$ cat config.mk
export PLATFORM = sky130hd
export DESIGN_NAME = spi_chan_engine
export DESIGN_NICKNAME = d
export VERILOG_FILES = /design/src/rtl/spi_chan_pkg.sv /design/src/rtl/spi_chan_shifter.sv /design/src/rtl/spi_chan_dreq.sv /design/src/rtl/spi_chan_regs.sv /design/src/rtl/spi_chan_engine.sv
export SDC_FILE = /design/constraint.sdc
export NUM_CORES = 1
export LEC_CHECK = 0
export CORE_ASPECT_RATIO = 1.2
export CORE_MARGIN = 10
export CORE_UTILIZATION = 47
export CTS_CLUSTER_SIZE = 16
export DETAILED_ROUTE_END_ITERATION = 12
export PLACE_DENSITY = 0.75
export SLEW_MARGIN = 25
export SYNTH_ARGS = -nofsm -noshare
export SYNTH_HDL_FRONTEND = slang
export SYNTH_HIERARCHICAL = 1
export SYNTH_SLANG_ARGS = --single-unit
$ cat constraint.sdc
create_clock -name clk -period 2.19 [get_ports clk]
set_input_delay 0.219 -clock clk [delete_from_list [all_inputs] [get_ports clk]]
set_output_delay 0.219 -clock clk [all_outputs]
set_load 0.02 [all_outputs]
$ cat src/rtl/spi_chan_pkg.sv
package spi_chan_pkg;
   typedef enum logic [1:0] {
      XM_DUPLEX  = 2'd0,
      XM_RX_ONLY = 2'd1,
      XM_TX_ONLY = 2'd2,
      XM_RSVD    = 2'd3
   } xfer_mode_e;

   // status flag positions
   localparam int ST_RXF = 0;
   localparam int ST_TXE = 1;
   localparam int ST_EOT = 2;
   localparam int ST_W   = 3;

   // configuration field positions
   localparam int CFG_WL_LSB   = 7;
   localparam int CFG_MODE_LSB = 12;
   localparam int CFG_TXDMA    = 14;
   localparam int CFG_RXDMA    = 15;
   localparam int CFG_RXBYP    = 19;
   localparam int CFG_FORCE    = 20;
   localparam logic [31:0] CFG_RST = 32'h0006_0000;
endpackage

$ cat src/rtl/spi_chan_shifter.sv
module spi_chan_shifter #(
   parameter int DATA_W = 32,
   parameter int LEN_W  = 5
) (
   input  logic              clk,
   input  logic              rst_n,
   input  logic              start_i,
   input  logic [LEN_W-1:0]  len_i,
   input  logic [DATA_W-1:0] tx_word_i,
   input  logic              miso_i,
   output logic              sclk_o,
   output logic              mosi_o,
   output logic              busy_o,
   output logic              done_o,
   output logic [DATA_W-1:0] rx_word_o
);
   localparam logic [LEN_W-1:0] SH_MAX = LEN_W'(DATA_W - 1);

   generate
      if (DATA_W != (1 << LEN_W)) begin : g_bad_len
         $error("spi_chan_shifter: DATA_W must equal 2**LEN_W");
      end
   endgenerate

   logic              active_q, phase_q, done_q, sclk_q;
   logic [LEN_W-1:0]  cnt_q;
   logic [DATA_W-1:0] tsh_q, rsh_q;

   always_ff @(posedge clk) begin
      if (!rst_n) begin
         active_q <= 1'b0;
         phase_q  <= 1'b0;
         done_q   <= 1'b0;
         sclk_q   <= 1'b0;
         cnt_q    <= '0;
         tsh_q    <= '0;
         rsh_q    <= '0;
      end else begin
         done_q <= 1'b0;
         if (start_i) begin
            active_q <= 1'b1;
            phase_q  <= 1'b0;
            sclk_q   <= 1'b0;
            cnt_q    <= len_i;
            tsh_q    <= tx_word_i << (SH_MAX - len_i);
            rsh_q    <= '0;
         end else if (active_q) begin
            if (!phase_q) begin
               sclk_q  <= 1'b1;
               rsh_q   <= {rsh_q[DATA_W-2:0], miso_i};
               phase_q <= 1'b1;
            end else begin
               sclk_q  <= 1'b0;
               tsh_q   <= tsh_q << 1;
               phase_q <= 1'b0;
               if (cnt_q == '0) begin
                  active_q <= 1'b0;
                  done_q   <= 1'b1;
               end else begin
                  cnt_q <= cnt_q - 1'b1;
               end
            end
         end
      end
   end

   assign sclk_o    = sclk_q;
   assign mosi_o    = active_q & tsh_q[DATA_W-1];
   assign busy_o    = active_q | done_q;
   assign done_o    = done_q;
   assign rx_word_o = rsh_q;
endmodule

$ cat src/rtl/spi_chan_dreq.sv
module spi_chan_dreq
   import spi_chan_pkg::*;
(
   input  logic             en_i,
   input  logic [1:0]       dma_en_i,
   input  logic [ST_W-1:0]  status_i,
   input  xfer_mode_e       mode_i,
   output logic [1:0]       dreq_o
);
   // index 0: transmit direction, index 1: receive direction
   generate
      for (genvar d = 0; d < 2; d++) begin : g_dir
         localparam int         FLAG = (d == 0) ? ST_TXE : ST_RXF;
         localparam xfer_mode_e SKIP = (d == 0) ? XM_RX_ONLY : XM_TX_ONLY;
         assign dreq_o[d] = en_i & dma_en_i[d] & status_i[FLAG] & (mode_i != SKIP);
      end
   endgenerate
endmodule

$ cat src/rtl/spi_chan_regs.sv
module spi_chan_regs
   import spi_chan_pkg::*;
#(
   parameter int DATA_W = 32,
   parameter int LEN_W  = 5,
   parameter int CFG_W  = 23
) (
   input  logic              clk,
   input  logic              rst_n,
   input  logic              glb_single_i,
   input  logic              cfg_wr_i,
   input  logic [DATA_W-1:0] cfg_wdata_i,
   input  logic              en_wr_i,
   input  logic              en_wdata_i,
   input  logic              tx_wr_i,
   input  logic [DATA_W-1:0] tx_wdata_i,
   input  logic              rx_rd_i,
   input  logic              sh_busy_i,
   input  logic              sh_done_i,
   input  logic [DATA_W-1:0] sh_rx_i,
   output logic [CFG_W-1:0]  cfg_o,
   output logic [ST_W-1:0]   status_o,
   output logic              enable_o,
   output logic [DATA_W-1:0] tx_o,
   output logic [DATA_W-1:0] rx_o,
   output logic              sh_start_o,
   output logic [LEN_W-1:0]  sh_len_o,
   output xfer_mode_e        mode_o,
   output logic              irq_rxf_o,
   output logic              irq_txe_o
);
   localparam logic [CFG_W-1:0] CFG_INIT = CFG_RST[CFG_W-1:0];

   logic [CFG_W-1:0]  cfg_q, cfg_n;
   logic [ST_W-1:0]   st_q, st_n;
   logic              en_q, en_n, try_q, try_n;
   logic [DATA_W-1:0] tx_q, tx_n, rx_q, rx_n;
   logic              prx_q, ptx_q, prx_n, ptx_n;
   logic              resolve, start, blocked, shift_ok;
   xfer_mode_e        mode;

   assign mode     = xfer_mode_e'(cfg_q[CFG_MODE_LSB +: 2]);
   assign blocked  = (st_q[ST_RXF] && mode != XM_TX_ONLY && !cfg_q[CFG_RXBYP]) ||
                     (st_q[ST_TXE] && mode != XM_RX_ONLY);
   assign shift_ok = !glb_single_i || cfg_q[CFG_FORCE];

   always_comb begin
      cfg_n   = cfg_q;
      st_n    = st_q;
      en_n    = en_q;
      tx_n    = tx_q;
      rx_n    = rx_q;
      try_n   = try_q;
      resolve = 1'b0;
      start   = 1'b0;
      // attempt resolution and word completion
      if (sh_done_i) begin
         tx_n         = '0;
         st_n[ST_EOT] = 1'b1;
         st_n[ST_TXE] = 1'b1;
         if (mode != XM_TX_ONLY) st_n[ST_RXF] = 1'b1;
         rx_n         = sh_rx_i;
         resolve      = 1'b1;
      end else if (try_q && en_q && !sh_busy_i) begin
         try_n = 1'b0;
         if (blocked) begin
            resolve = 1'b1;
         end else if (shift_ok) begin
            start = 1'b1;
         end else begin
            tx_n         = '0;
            st_n[ST_EOT] = 1'b1;
            st_n[ST_TXE] = 1'b1;
            if (mode != XM_TX_ONLY) st_n[ST_RXF] = 1'b1;
            resolve      = 1'b1;
         end
      end else if (try_q && !en_q) begin
         try_n = 1'b0;
      end
      // register strobes
      if (cfg_wr_i) cfg_n = cfg_wdata_i[CFG_W-1:0];
      if (tx_wr_i) begin
         tx_n         = tx_wdata_i;
         st_n[ST_TXE] = 1'b0;
         try_n        = 1'b1;
      end
      if (rx_rd_i) begin
         st_n[ST_RXF] = 1'b0;
         try_n        = 1'b1;
      end
      if (en_wr_i) begin
         if (en_wdata_i && !en_q) begin
            en_n  = 1'b1;
            try_n = 1'b1;
         end else begin
            en_n = en_wdata_i;
         end
      end
      prx_n = resolve && st_n[ST_RXF] && mode != XM_TX_ONLY && !cfg_q[CFG_RXBYP];
      ptx_n = resolve && st_n[ST_TXE] && mode != XM_RX_ONLY;
   end

   always_ff @(posedge clk) begin
      if (!rst_n) begin
         cfg_q <= CFG_INIT;
         st_q  <= ST_W'(1 << ST_TXE);
         en_q  <= 1'b0;
         try_q <= 1'b0;
         tx_q  <= '0;
         rx_q  <= '0;
         prx_q <= 1'b0;
         ptx_q <= 1'b0;
      end else begin
         cfg_q <= cfg_n;
         st_q  <= st_n;
         en_q  <= en_n;
         try_q <= try_n;
         tx_q  <= tx_n;
         rx_q  <= rx_n;
         prx_q <= prx_n;
         ptx_q <= ptx_n;
      end
   end

   assign cfg_o      = cfg_q;
   assign status_o   = st_q;
   assign enable_o   = en_q;
   assign tx_o       = tx_q;
   assign rx_o       = rx_q;
   assign sh_start_o = start;
   assign sh_len_o   = cfg_q[CFG_WL_LSB +: LEN_W];
   assign mode_o     = mode;
   assign irq_rxf_o  = prx_q;
   assign irq_txe_o  = ptx_q;
endmodule

$ cat src/rtl/spi_chan_engine.sv
module spi_chan_engine
   import spi_chan_pkg::*;
#(
   parameter int DATA_W = 32,
   parameter int LEN_W  = 5,
   parameter int CFG_W  = 23
) (
   input  logic              clk,
   input  logic              rst_n,
   input  logic              glb_single_i,
   input  logic              cfg_wr_i,
   input  logic [DATA_W-1:0] cfg_wdata_i,
   input  logic              en_wr_i,
   input  logic              en_wdata_i,
   input  logic              tx_wr_i,
   input  logic [DATA_W-1:0] tx_wdata_i,
   input  logic              rx_rd_i,
   input  logic              miso_i,
   output logic [CFG_W-1:0]  cfg_o,
   output logic [2:0]        status_o,
   output logic              enable_o,
   output logic [DATA_W-1:0] tx_o,
   output logic [DATA_W-1:0] rx_o,
   output logic              sclk_o,
   output logic              mosi_o,
   output logic              tx_dreq_o,
   output logic              rx_dreq_o,
   output logic              irq_rxf_o,
   output logic              irq_txe_o
);
   generate
      if (CFG_W <= CFG_FORCE || CFG_W > DATA_W) begin : g_bad_cfg
         $error("spi_chan_engine: CFG_W out of range");
      end
      if (CFG_WL_LSB + LEN_W > CFG_MODE_LSB) begin : g_bad_wl
         $error("spi_chan_engine: length field overlaps mode field");
      end
   endgenerate

   logic              sh_busy, sh_done, sh_start;
   logic [DATA_W-1:0] sh_rx;
   logic [LEN_W-1:0]  sh_len;
   logic [1:0]        dreq;
   xfer_mode_e        mode;

   spi_chan_regs #(.DATA_W(DATA_W), .LEN_W(LEN_W), .CFG_W(CFG_W)) i_regs (
      .clk          (clk),
      .rst_n        (rst_n),
      .glb_single_i (glb_single_i),
      .cfg_wr_i     (cfg_wr_i),
      .cfg_wdata_i  (cfg_wdata_i),
      .en_wr_i      (en_wr_i),
      .en_wdata_i   (en_wdata_i),
      .tx_wr_i      (tx_wr_i),
      .tx_wdata_i   (tx_wdata_i),
      .rx_rd_i      (rx_rd_i),
      .sh_busy_i    (sh_busy),
      .sh_done_i    (sh_done),
      .sh_rx_i      (sh_rx),
      .cfg_o        (cfg_o),
      .status_o     (status_o),
      .enable_o     (enable_o),
      .tx_o         (tx_o),
      .rx_o         (rx_o),
      .sh_start_o   (sh_start),
      .sh_len_o     (sh_len),
      .mode_o       (mode),
      .irq_rxf_o    (irq_rxf_o),
      .irq_txe_o    (irq_txe_o)
   );

   spi_chan_shifter #(.DATA_W(DATA_W), .LEN_W(LEN_W)) i_shifter (
      .clk       (clk),
      .rst_n     (rst_n),
      .start_i   (sh_start),
      .len_i     (sh_len),
      .tx_word_i (tx_o),
      .miso_i    (miso_i),
      .sclk_o    (sclk_o),
      .mosi_o    (mosi_o),
      .busy_o    (sh_busy),
      .done_o    (sh_done),
      .rx_word_o (sh_rx)
   );

   spi_chan_dreq i_dreq (
      .en_i     (enable_o),
      .dma_en_i ({cfg_o[CFG_RXDMA], cfg_o[CFG_TXDMA]}),
      .status_i (status_o),
      .mode_i   (mode),
      .dreq_o   (dreq)
   );

   assign tx_dreq_o = dreq[0];
   assign rx_dreq_o = dreq[1];
endmodule

# --- Word level (Yosys, flattened, before mapping) ---
# Index checks and enable logic that the tools add are counted.
word_totals:
  reg_bits: 166
  input_bits: 73
  output_inout_bits: 97
  word_cells: 107
classes:
  n_addsub: 2
  eq_ne: 7
  shift: 1
  mux: 41
  n_bitwise: 11
  reduce_logical: 30
op_table:
  columns: ["op", "count"]
  rows:
  - ["two-way mux 32 bit", 8]
  - ["<< shifter 32 x 5 -> 32 bit", 1]
  - ["two-way mux 1 bit", 25]
  - ["two-way mux 5 bit", 4]
  - ["logical AND 1 bit", 12]
  - ["two-way mux 3 bit", 4]
  - ["AND reduction 3 bit", 3]
  - ["AND 1 bit", 7]
  - ["!= test 2 x 1 -> 1 bit, second input constant", 3]
  - ["!= test 3 x 2 -> 1 bit, second input constant", 2]
  - ["nonzero test 2 bit", 3]
  - ["logical NOT 5 bit", 1]
  - ["subtractor 5 x 1 -> 5 bit, second input constant", 1]
  - ["subtractor 5 bit, first input constant", 1]
  - ["logical NOT 1 bit", 4]
  - ["!= test 2 bit, second input constant", 2]
  - ["AND reduction 2 bit", 2]
  - ["OR reduction 4 bit", 1]
  - ["inverter 1 bit", 3]
  - ["nonzero test 3 bit", 1]
  - ["logical OR 1 bit", 2]
  - ["OR reduction 2 bit", 1]
  - ["bitwise OR 1 bit", 1]

# --- Depth between registers and ports, before layout ---
depth:
  ltp_word: 11
  depth_mapped: 10
  mapped_depth_nobuf: 9

# --- Hierarchy ---
# The synthesis kept the hierarchy.
by_module_without_submodules:
  columns: ["module", "n_inst", "cells_each", "area_each_um2", "seq_area_each_um2"]
  rows:
  - ["spi_chan_shifter", 1, 486, 4450.5, 1441.4]
  - ["spi_chan_regs", 1, 372, 3839.9, 1881.8]
  - ["spi_chan_dreq", 1, 4, 25.0, 0.0]

# --- Least setup slack after synthesis ---
# No wires, ideal clock.
synth_timing:
  path_kind: "register -> register"
  startpoint: "register i_regs.cfg_q[13] (netlist: i_regs/cfg_o[13])"
  endpoint: "register i_shifter.rsh_q[21] (netlist: i_shifter/rx_word_o[21])"
  setup_time_ps: 132
  arrival_ps: 2293
  required_time_ps: 2058
  slack_ps: -235
  path_stages_with_launch: 10
  n_path_buf: 3
  period_less_slack_ps: 2425
  cell_sequence: "dfxtp_1 > nor3b_2 > nor2_1 > nor4_1 > buf_2 > inv_1 > nand2_1 > clkbuf_1 > clkbuf_1 > a21oi_1"
synth_via:
  elab_chain_len: 8
  elab_cells_between_ends: 10
  classes_between: "2 x eq/ne; 3 x mux; 5 x reduce/logical"
synth_lines:
  columns: ["item", "line_no", "text"]
  rows:
  - ["start: declaration", "spi_chan_regs.sv:34", "logic [CFG_W-1:0] cfg_q, cfg_n;"]
  - ["start signal: assignment", "spi_chan_regs.sv:114", "cfg_q <= cfg_n;"]
  - ["!= test 2 bit", "spi_chan_regs.sv:43", "assign blocked = (st_q[ST_RXF] && mode != XM_TX_ONLY && !cfg_q[CFG_RXBYP]) ||"]
  - ["logical AND 1 bit (2 in a row)", "spi_chan_regs.sv:43", null]
  - ["logical OR 1 bit (*)", "spi_chan_regs.sv:43", null]
  - ["two-way mux 1 bit (*)", "spi_chan_regs.sv:66", "if (blocked) begin"]
  - ["two-way mux 1 bit (*)", "spi_chan_regs.sv:64", "end else if (try_q && en_q && !sh_busy_i) begin"]
  - ["two-way mux 1 bit (*)", "spi_chan_regs.sv:57", "if (sh_done_i) begin"]
  - ["via sh_start", "spi_chan_engine.sv:40", "logic sh_busy, sh_done, sh_start;"]
  - ["OR reduction 2 bit (no source line) (*)", null, null]
  - ["end signal: assignment", "spi_chan_shifter.sv:50", "rsh_q <= {rsh_q[DATA_W-2:0], miso_i};"]
  - ["end: declaration", "spi_chan_shifter.sv:27", "logic [DATA_W-1:0] tsh_q, rsh_q;"]
# The timed path passes the listed nets; every way through them passes the cells marked *.
# A chain may end at the register's enable or synchronous reset.

# --- Worst setup path after layout ---
layout_timing:
  startpoint: "register i_shifter.done_q (netlist: i_shifter/done_o)"
  endpoint: "register i_shifter.tsh_q[26]"
layout_via:
  elab_chain_len: 7
  elab_cells_between_ends: 9
  classes_between: "3 x mux; 1 x bitwise; 5 x reduce/logical"
layout_lines:
  columns: ["item", "line_no", "text"]
  rows:
  - ["start: declaration", "spi_chan_shifter.sv:25", "logic active_q, phase_q, done_q, sclk_q;"]
  - ["start signal: assignment", "spi_chan_shifter.sv:33", "done_q <= 1'b0;"]
  - ["start signal: assignment", "spi_chan_shifter.sv:39", "done_q <= 1'b0;"]
  - ["start signal: assignment", "spi_chan_shifter.sv:58", "done_q <= 1'b1;"]
  - ["bitwise OR 1 bit (*)", "spi_chan_shifter.sv:69", "assign busy_o = active_q | done_q;"]
  - ["via sh_busy", "spi_chan_engine.sv:40", null]
  - ["logical NOT 1 bit (*)", "spi_chan_regs.sv:64", null]
  - ["logical AND 1 bit (*)", "spi_chan_regs.sv:64", null]
  - ["two-way mux 1 bit (*)", "spi_chan_regs.sv:64", null]
  - ["two-way mux 1 bit (*)", "spi_chan_regs.sv:57", null]
  - ["via sh_start", "spi_chan_engine.sv:40", null]
  - ["nonzero test 2 bit (no source line)", null, null]
  - ["AND reduction 2 bit (no source line)", null, null]
  - ["end signal: assignment", "spi_chan_shifter.sv:45", "tsh_q <= tx_word_i << (SH_MAX - len_i);"]
  - ["end signal: assignment", "spi_chan_shifter.sv:54", "tsh_q <= tsh_q << 1;"]
  - ["end: declaration", "spi_chan_shifter.sv:27", null]
# Marks and branches as above.

==> flow_metrics.py <==
metrics = {
    "status": {
        "outcome": "complete, no violations",
    },
    "floorplanning": {
        "die_w_um": 141.4,
        "io-pin-count": 170,
        "die_height_um": 165.7,
        "core_area_um2": 17440,
        "die_area_um2": 23440,
        "rows": 53,
        "initial_core_util": 0.4768,
    },
    "synthesis": {
        "synthesis.nets": 936,
        "yosys.area.top_type": "dfxtp_1",
        "async_flop_share": 0,
        "syn_inst": 862,
        "synth_area_leaders": "dfxtp_1 40%, mux2i_1 10%, nand2_1 7.5%, mux4_1 6.0%, nor2b_1 4.9%",
        "synth_edf_count": 0,
        "synth_warnings": 6,
        "synth_area_um2": 8315,
        "synth_top_area_share": 0.3996,
        "ys_seq_area_frac": 0.3996,
        "synth-seq-cells": 166,
        "synth_ff_type": "dfxtp_1",
        "avgSynthCellArea_um2": 9.647,
        "synth.distinct_cells": 63,
        "synth_common_cells": "166 x dfxtp_1, 166 x nand2_1, 87 x mux2i_1, 65 x nor2b_1, 52 x a21oi_1",
    },
    "layout": {
        "seq_area_um2": 3332,
        "diodes": 0,
        "multiInputGateArea_um2": 4617,
        "fillers": 1453,
        "fin_util": 0.6211,
        "area_delta_synth_final_pct": 30.27,
        "drive_gt1_frac": 0.1578,
        "nets": 1081,
    },
    "detailed_routing": {
        "antenna_left": 0,
        "vias_per_cell": 5.502,
        "num_vias": 6823,
        "wl_per_cell_um": 17.30,
        "drc": 0,
        "drtIter0Drc": 475,
        "drtPass1Iterations": 5,
        "wirelength_um": 21450,
    },
    "worst_setup_path": {
        "cp_slowest_cell": "dfxtp_4",
        "worstPathArrival_ns": 2.45,
        "end_kind": "flip-flop",
        "setup.worst_path.class": "reg -> reg",
        "crit_required_ns": 2.56,
        "cp-start-kind": "flip-flop",
        "reg2regPathDepth": 9,
        "reg2reg_to": "i_shifter/tsh_q[26]",
        "critical_path.max_stage_delay_ns": 0.35,
        "reg2reg_from": "i_shifter/done_o",
        "crit_fanout": 5,
        "rrSetupSlack_ns": 0.11,
        "crit_path_cell_trace": "or2_2 > nand3b_1 > nor4_2 > buf_4 > nor2b_4 > and2_2 > a22oi_2 > o221ai_2 > o211a_1",
    },
    "pwr": {
        "power_frac_comb": 0.132,
        "power.total_uw": 6961,
        "cellInternalPower_uw": 5066,
        "clockPowerShare": 0.412,
        "swShare": 0.2722,
        "netSwitchingPower_uw": 1894,
        "p_per_area_nw_per_um2": 642.6,
        "max-vdd-ir-drop_mv": 0.5469,
        "pwr-share-seq": 0.456,
        "p_leak_uw": 0.004007,
    },
    "clock_tree": {
        "cts_setup_buffers": 0,
        "htree_levels": 4,
        "clkTransAtPathRegs_ns": 0.07,
        "clock_path_buffers": 2,
        "clock-root-buffer": "clkbuf_16",
        "cts_made_buffers": 17,
        "clk-insertion-delay-late_ns": 0.44,
        "cts.sinks": 166,
        "cts_tree": "done",
        "ctsHoldBuffers": 0,
    },
    "place": {
        "routabilityCongestion": 0.8758,
        "portBuffers": 160,
        "hpwl_um": 15400,
    },
    "worst_hold_path": {
        "hold_depth": 3,
        "hold_path_class": "in -> reg",
        "min_to": "i_regs/status_o[1]",
        "hold_start": "rst_n",
    },
    "timing": {
        "fin_setup_tns_ns": 0,
        "max_freq_mhz": 480.1,
        "maxSlewViolCount": 0,
        "slew_headroom": 0.3904,
        "post-route-period-util": 0.9510,
        "worst_pin_slew_ns": 0.9089,
        "fin_skew_ns": 0.01606,
        "post-route-min-period_ns": 2.083,
        "hold_viol_final": 0,
        "rsz0062_at_grt": "yes",
        "setup_violations": 0,
    },
    "global_routing": {
        "antenna_found_initial": 0,
        "first_global_vias": 6815,
        "grt_max_degree": 71,
        "grt-ovfl-total": 0,
        "grt_pass1_wl_um": 35190,
        "grtUsageTotal": 0.1792,
    },
    "run": {
        "maxCapViolCount": 0,
    },
}
## worst max-delay path by stage
stage | from | end | slack (ns) | depth (start not counted)
2_1_floorplan | i_regs/cfg_o[13] | i_shifter/rx_word_o[21] | 0.07 | 10
5_1_grt | i_shifter/done_o | i_shifter/tsh_q[23] | -0.009 | 9
6_report | i_shifter/done_o | i_shifter/tsh_q[26] | 0.11 | 9
3_5_place_dp | i_shifter/done_o | i_shifter/tsh_q[26] | -0.005 | 9
3_3_place_gp | i_shifter/done_o | i_shifter/tsh_q[23] | 0.007 | 9
4_1_cts | i_shifter/done_o | i_shifter/tsh_q[26] | 0.05 | 10
## logic make-up (layout without fill, tap and decap cells)
kind of cell | Yosys count | after routing | share of synthesized area
adder cells (fa/ha/maj) | 1 | 1 | 0.001504
AND/OR/NAND/NOR | 299 | 299 | 0.1661
XOR/XNOR | 3 | 3 | 0.003160
buffers and inverters | 87 | 245 | 0.05281
multiplexers | 132 | 132 | 0.2185
AO/OA/AOI/OAI | 174 | 174 | 0.1583
flip-flops | 166 | 166 | 0.3996
## layout make-up
cell class	instances	share of cell area
inverters	10	0.003465
well taps	220	0.02541
repair buffers	203	0.1856
flip-flops and latches	166	0.3076
clock inverters	15	0.01247
multi-input cells	609	0.4262
clock buffers	17	0.03927
## placed cells by master, fill, tap and decap left out, types with 8 or more instances in the layout
master	netlist	routed
inv_1	9	9
o21ai_0	22	22
mux2i_1	87	86
o31ai_2	30	30
nand3_1	8	8
o22ai_1	22	22
dfxtp_1	166	163
buf_4	7	35
mux2_2	10	10
nor2_1	32	31
nor2b_1	65	62
a21oi_1	52	52
clkdlybuf4s50_1	0	159
mux4_2	13	13
nand2_1	166	163
mux4_1	19	19
clkbuf_16	0	17
## critical path: cells and delay by family (launching register included)
family	cells	cell delay, ns
and+or+nand+nor	5	1.13
DFF	1	0.35
AOI/OAI and AO/OA	3	0.35
buffers and inverters	1	0.20
## state kept, by name (all words and copies together), names as in the netlist
signal               count
i_regs/try_q             1
i_shifter/tsh_q         32
i_shifter/sclk_o         1
i_regs/tx_o             32
i_regs/status_o          3
i_shifter/done_o         1
i_regs/enable_o          1
i_regs/cfg_o            23
i_regs/irq_txe_o         1
i_regs/irq_rxf_o         1
i_regs/rx_o             32
i_shifter/rx_word_o     32
i_shifter/active_q       1
i_shifter/cnt_q          5
## per-layer routing
layer	part of all wire	track usage
met4	0.018	0.06320
met5	0	0
met2	0.49	0.2932
met3	0.066	0.05864
met1	0.42	0.2146
## timing repair
| action | CTS | global route |
|---|---|---|
| gates resized for setup | 2 | 13 |
| cloned | 0 | 0 |
| setup endpoints to repair | 2 | 21 |
## power groups by stage
stage / clock network [uW] / logic, uW / registers, uW
global route: 3020 / 988 / 3190
CTS: 2910 / 920 / 3180
detailed placement: 0 / 914 / 3240
finish: 2860 / 920 / 3180
global placement: 0 / 904 / 3240
floorplan: 0 / 468 / 3300
## through the flow
step | hold slack (ns) | worst slack, ns | cell area [um2] | std cells
after floorplan | 0.3275 | 0.06614 | 8327 | 862
after global placement | 0.4437 | 0.007466 | 10220 | 1208
after detailed placement | 0.4537 | -0.004544 | 10220 | 1208
after CTS | 0.2224 | 0.05194 | 10790 | 1240
after global routing | 0.2362 | -0.009057 | 10830 | 1240
final | 0.2285 | 0.1072 | 10830 | 1240
No activity file was read; power rests on OpenSTA's default activity.
